[src/rtl/msi_line_bridge.sv]
module msi_line_bridge #(
  parameter int BASE_SHARED = 0,
  parameter int LINE_COUNT  = 64
) (
  input  logic                  clk,
  input  logic                  rst_n,
  input  logic                  req_valid,
  input  logic                  req_write,
  input  logic [11:0]           req_addr,
  input  logic [1:0]            req_size,
  input  logic [31:0]           req_wdata,
  output logic                  req_ready,
  output logic                  rsp_valid,
  output logic [31:0]           rsp_rdata,
  output logic                  acc_err,
  output logic [LINE_COUNT-1:0] irq_out
);
  localparam int FIRST_ID = BASE_SHARED + 32;
  localparam int LAST_ID  = FIRST_ID + LINE_COUNT;
  localparam logic [31:0] DESC_VAL  = (32'(FIRST_ID) << 16) | 32'(LINE_COUNT);
  localparam logic [31:0] IDENT_VAL = 32'h51 << 20;

  generate
    if (LINE_COUNT < 1 || LINE_COUNT > 128) begin : g_bad_count
      $error("msi_line_bridge: LINE_COUNT must be 1..128");
    end
    if (BASE_SHARED < 0 || LAST_ID > 1020) begin : g_bad_base
      $error("msi_line_bridge: frame exceeds global ID 1020");
    end
  endgenerate

  assign req_ready = 1'b1;

  wire is_wr   = req_valid &  req_write;
  wire is_rd   = req_valid & ~req_write;
  wire wr_size = (req_size == 2'd1) || (req_size == 2'd2);
  wire bell    = req_addr == 12'h040;
  wire trig    = is_wr & bell & wr_size;

  wire [10:0] id     = {1'b0, req_wdata[9:0]};
  wire        in_rng = (id >= 11'(FIRST_ID)) && (id < 11'(LAST_ID));
  wire [10:0] offs   = id - 11'(FIRST_ID);

  logic [LINE_COUNT-1:0] hit, pend;
  assign hit = (trig && in_rng) ? (LINE_COUNT'(1) << offs) : '0;

  logic [31:0] rd_val;
  logic        rd_bad;
  always_comb begin
    rd_val = '0;
    rd_bad = 1'b0;
    if (req_size != 2'd2)            rd_bad = 1'b1;
    else if (req_addr == 12'h008)    rd_val = DESC_VAL;
    else if (req_addr == 12'hFCC)    rd_val = IDENT_VAL;
    else if (req_addr < 12'hFD0)     rd_bad = 1'b1;
  end

  wire wr_bad = ~bell | ~wr_size;

  always_ff @(posedge clk) begin
    if (!rst_n) begin
      rsp_valid <= 1'b0;
      rsp_rdata <= '0;
      acc_err   <= 1'b0;
      irq_out   <= '0;
      pend      <= '0;
    end else begin
      rsp_valid <= req_valid;
      rsp_rdata <= is_rd ? rd_val : '0;
      acc_err   <= (is_rd & rd_bad) | (is_wr & wr_bad);
      irq_out   <= (hit | pend) & ~irq_out;
      pend      <= (irq_out & (pend | hit)) | (~irq_out & pend & hit);
    end
  end
endmodule


[config.mk]
export PLATFORM = sky130hd
export DESIGN_NAME = msi_line_bridge
export DESIGN_NICKNAME = d
export VERILOG_FILES = /design/src/rtl/msi_line_bridge.sv
export SDC_FILE = /design/constraint.sdc
export NUM_CORES = 1
export LEC_CHECK = 0
export ABC_AREA = 0
export CORE_MARGIN = 5
export CORE_UTILIZATION = 45
export CTS_BUF_LIST = sky130_fd_sc_hd__clkbuf_8 sky130_fd_sc_hd__clkbuf_16
export DETAILED_ROUTE_END_ITERATION = 7
export HOLD_SLACK_MARGIN = 0.12
export PLACE_DENSITY_LB_ADDON = 0.3
export SLEW_MARGIN = 20
export SYNTH_ARGS = -nofsm -noshare
export SYNTH_HDL_FRONTEND = slang
export SYNTH_SLANG_ARGS = --single-unit
[constraint.sdc]
create_clock -name clk -period 4.1 [get_ports clk]
set_input_delay 0.82 -clock clk [delete_from_list [all_inputs] [get_ports clk]]
set_output_delay 0.82 -clock clk [all_outputs]
set_load 0.005 [all_outputs]
==> reports/metrics.cfg <==
[timing]
hold_viol=0
setup_ws_ns=1.057
fin_crit_sh_pct=74.23
slew_headroom_pct=59.74
finalSetupTns_ns=0
skew_ns=0.006943
fin_crit_ns=3.043
slew_violations=0
rsz0062_at_grt=no
fmax_mhz=328.6
worst_pin_slew_ns=0.6039
setup_viol=0

[worst_setup_path]
worst_r2r_endpoint=pend[59]$_SDFF_PN0_
crit_path_start_kind=input port
critPathRequiredTime_ns=4.44
cp.arrival_ns=3.38
path_class=in2reg
r2r_cells=3
end_kind=register
r2r_slack_ns=3.23
r2r-start=irq_out[59]$_SDFF_PN0_
worstPathMaxFanout=11

[drt]
vias=7116
drt_pre_antenna_iters=5
viasPerCell=6.046
drt_wl_total_um=19800
wl_per_cell_um=16.82
drt_iter0_drc=588
drc_errors=0
ant_nets=0

[pwr]
pwr_density_cell_nw_per_um2=314.1
vdd_ir_drop_max_mv=0.2804
total_power_mw=2.846
leakage_nw=3.013

[clocking]
clk_latency_ns=0.42
cts_sinks=132
post_cts_resized=0
cts_buffer_depth=2
cts_tree=yes
clk_pin_slew_ns=0.06
post_cts_buffers=0
cts_made_buffers=17
htree_num_levels=4
cts_root_buf=clkbuf_16
cts_hold_buf=0

[synthesis]
synth_cells=906
ys_seq_area_share_pct=35.78
yosysUniqueCellTypes=33
yosys.area.top_type=dfxtp_1
synth_edf_count=0
netlist_top_cells_count=dfxtp_1 (132), nand3_1 (130), o2111ai_1 (128)
syn_avg_cell_area_um2=8.151
yosysMostFrequentCell=dfxtp_1
netlist_area_um2=7385
synth_top_area_share_pct=35.78
async_flop_share_pct=0
synthTopCellsByArea=dfxtp_1 (36%), o2111ai_1 (15%), nand3_1 (8.8%)
ys_ff_latch=132
yosys_warnings=0
synth_ff_type=dfxtp_1

[grt]
grt_pass1_vias=6296
grt_max_degree=96
grt_overflow=0
grt_pass1_wl_um=32430
grt.total_usage_pct=20.05
antenna_found_initial=0

[cells_and_area]
diodes=0
stdcell_count=1177
syn2layout_area_growth_pct=22.70
layout.nets=1003
fill_cells=1447
drive_gt1_share_pct=8.845
postLayoutCellArea_um2=9061

[placed_design]
place.gp.congestion=0.7819
place_area_um2=8529
place_inst=1147
place_ws_ns=0.6372
place_hpwl_um=12480
port_buffers=98

[hold_path]
hp-start=pend[27]$_SDFF_PN0_
hold_depth=2
holdPathEnd=irq_out[27]$_SDFF_PN0_
hold_class=reg2reg

[die]
initial_core_util_pct=46.15
fp.dieW_um=138.1
num_io_pins=149
dieHeight_um=138.1
core_area_um2=16000
rows=46
dieArea_um2=19070

[run_status]
status=completed

[flow_run]
cap_violations=0

cell usage in the layout (no fill, tap or decap), types with 3 or more instances in the layout:
cell type and n:
dfxtp_1 132, nand3_1 130, o2111ai_1 128, clkdlybuf4s50_1 97, inv_1 74, o211ai_1 68, and3_1 64, nand2b_1 64
a21oi_1 64, buf_4 36, conb_1 28, clkbuf_16 17, nor4_4 6, nor4bb_2 5, clkbuf_8 5, nor4b_2 4
and4b_1 4, nor3_1 3, or4_1 3, ha_1 3, clkinv_2 3, buf_12 3
power by group:
part	switching, mW	internal (mW)
sequential	0.000309	1.28
combinational	0.125	0.0600
clock	0.544	0.833
metrics by stage:
| stage | hold slack, ns | utilization (%) |
|---|---|---|
| after global placement | 0.4445 | 53.31 |
| final | 0.4508 | 56.63 |
| after global routing | 0.4754 | 56.63 |
| after detailed placement | 0.4476 | 53.31 |
| after CTS | 0.4548 | 56.63 |
| after floorplan | 0.4350 | - |
per-layer routing:
metal | part of all wire, % | global-route usage, % | vias to the layer above
met2 | 47 | 30.47 | 197
met5 | 0 | 0 | -
li1 | - | - | 3466
met3 | 5.5 | 5.345 | 16
met4 | 0.87 | 5.512 | 0
met1 | 47 | 28.16 | 3437
flip-flops by register name (all words and copies together) (netlist names):
signal / flops
irq_out: 64
pend: 64
rsp_rdata: 2
acc_err: 1
rsp_valid: 1
cell type report:
| class | count | area, um^2 | area share [%] |
|---|---|---|---|
| flip-flops and latches | 132 | 2643 | 29.16 |
| repair buffers | 137 | 1313 | 14.48 |
| clock buffers | 22 | 494.2 | 5.454 |
| multi-input cells | 592 | 4041 | 44.60 |
| inverters | 70 | 262.8 | 2.900 |
| clock inverters | 8 | 37.54 | 0.4143 |
| well taps | 216 | 270.3 | 2.983 |
kinds of logic after synthesis:
logic type                 count (synthesis)  share of synthesized area [%]
and+or+nand+nor                          296                          24.31
AOI/OAI and AO/OA                        265                          26.97
buffers and inverters                    208                          12.32
DFF                                      132                          35.78
adders and majority gates                  3                         0.5084
other                                      2                         0.1017
worst max-delay path, cell delays in order:
cell	delay, ns
clkdlybuf4s50_1	0.47
inv_1	0.11
ha_1	0.29
or4b_1	0.62
nor4_4	0.29
o211ai_1	0.29
buf_4	0.29
o211ai_1	0.19
worst max path at each step:
stage / cells after the start / end / from / slack (ns)
after CTS: 8 / pend[47]$_SDFF_PN0_ / req_wdata[5] / 1.05
after floorplan: 7 / pend[14]$_SDFF_PN0_ / req_wdata[5] / 1.25
after global placement: 8 / pend[2]$_SDFF_PN0_ / req_wdata[5] / 0.62
after detailed placement: 8 / pend[63]$_SDFF_PN0_ / req_wdata[5] / 0.64
after global routing: 8 / pend[23]$_SDFF_PN0_ / req_wdata[5] / 0.91
final: 8 / pend[23]$_SDFF_PN0_ / req_wdata[5] / 1.06
Note: power is estimated with default switching activity, not from simulation.
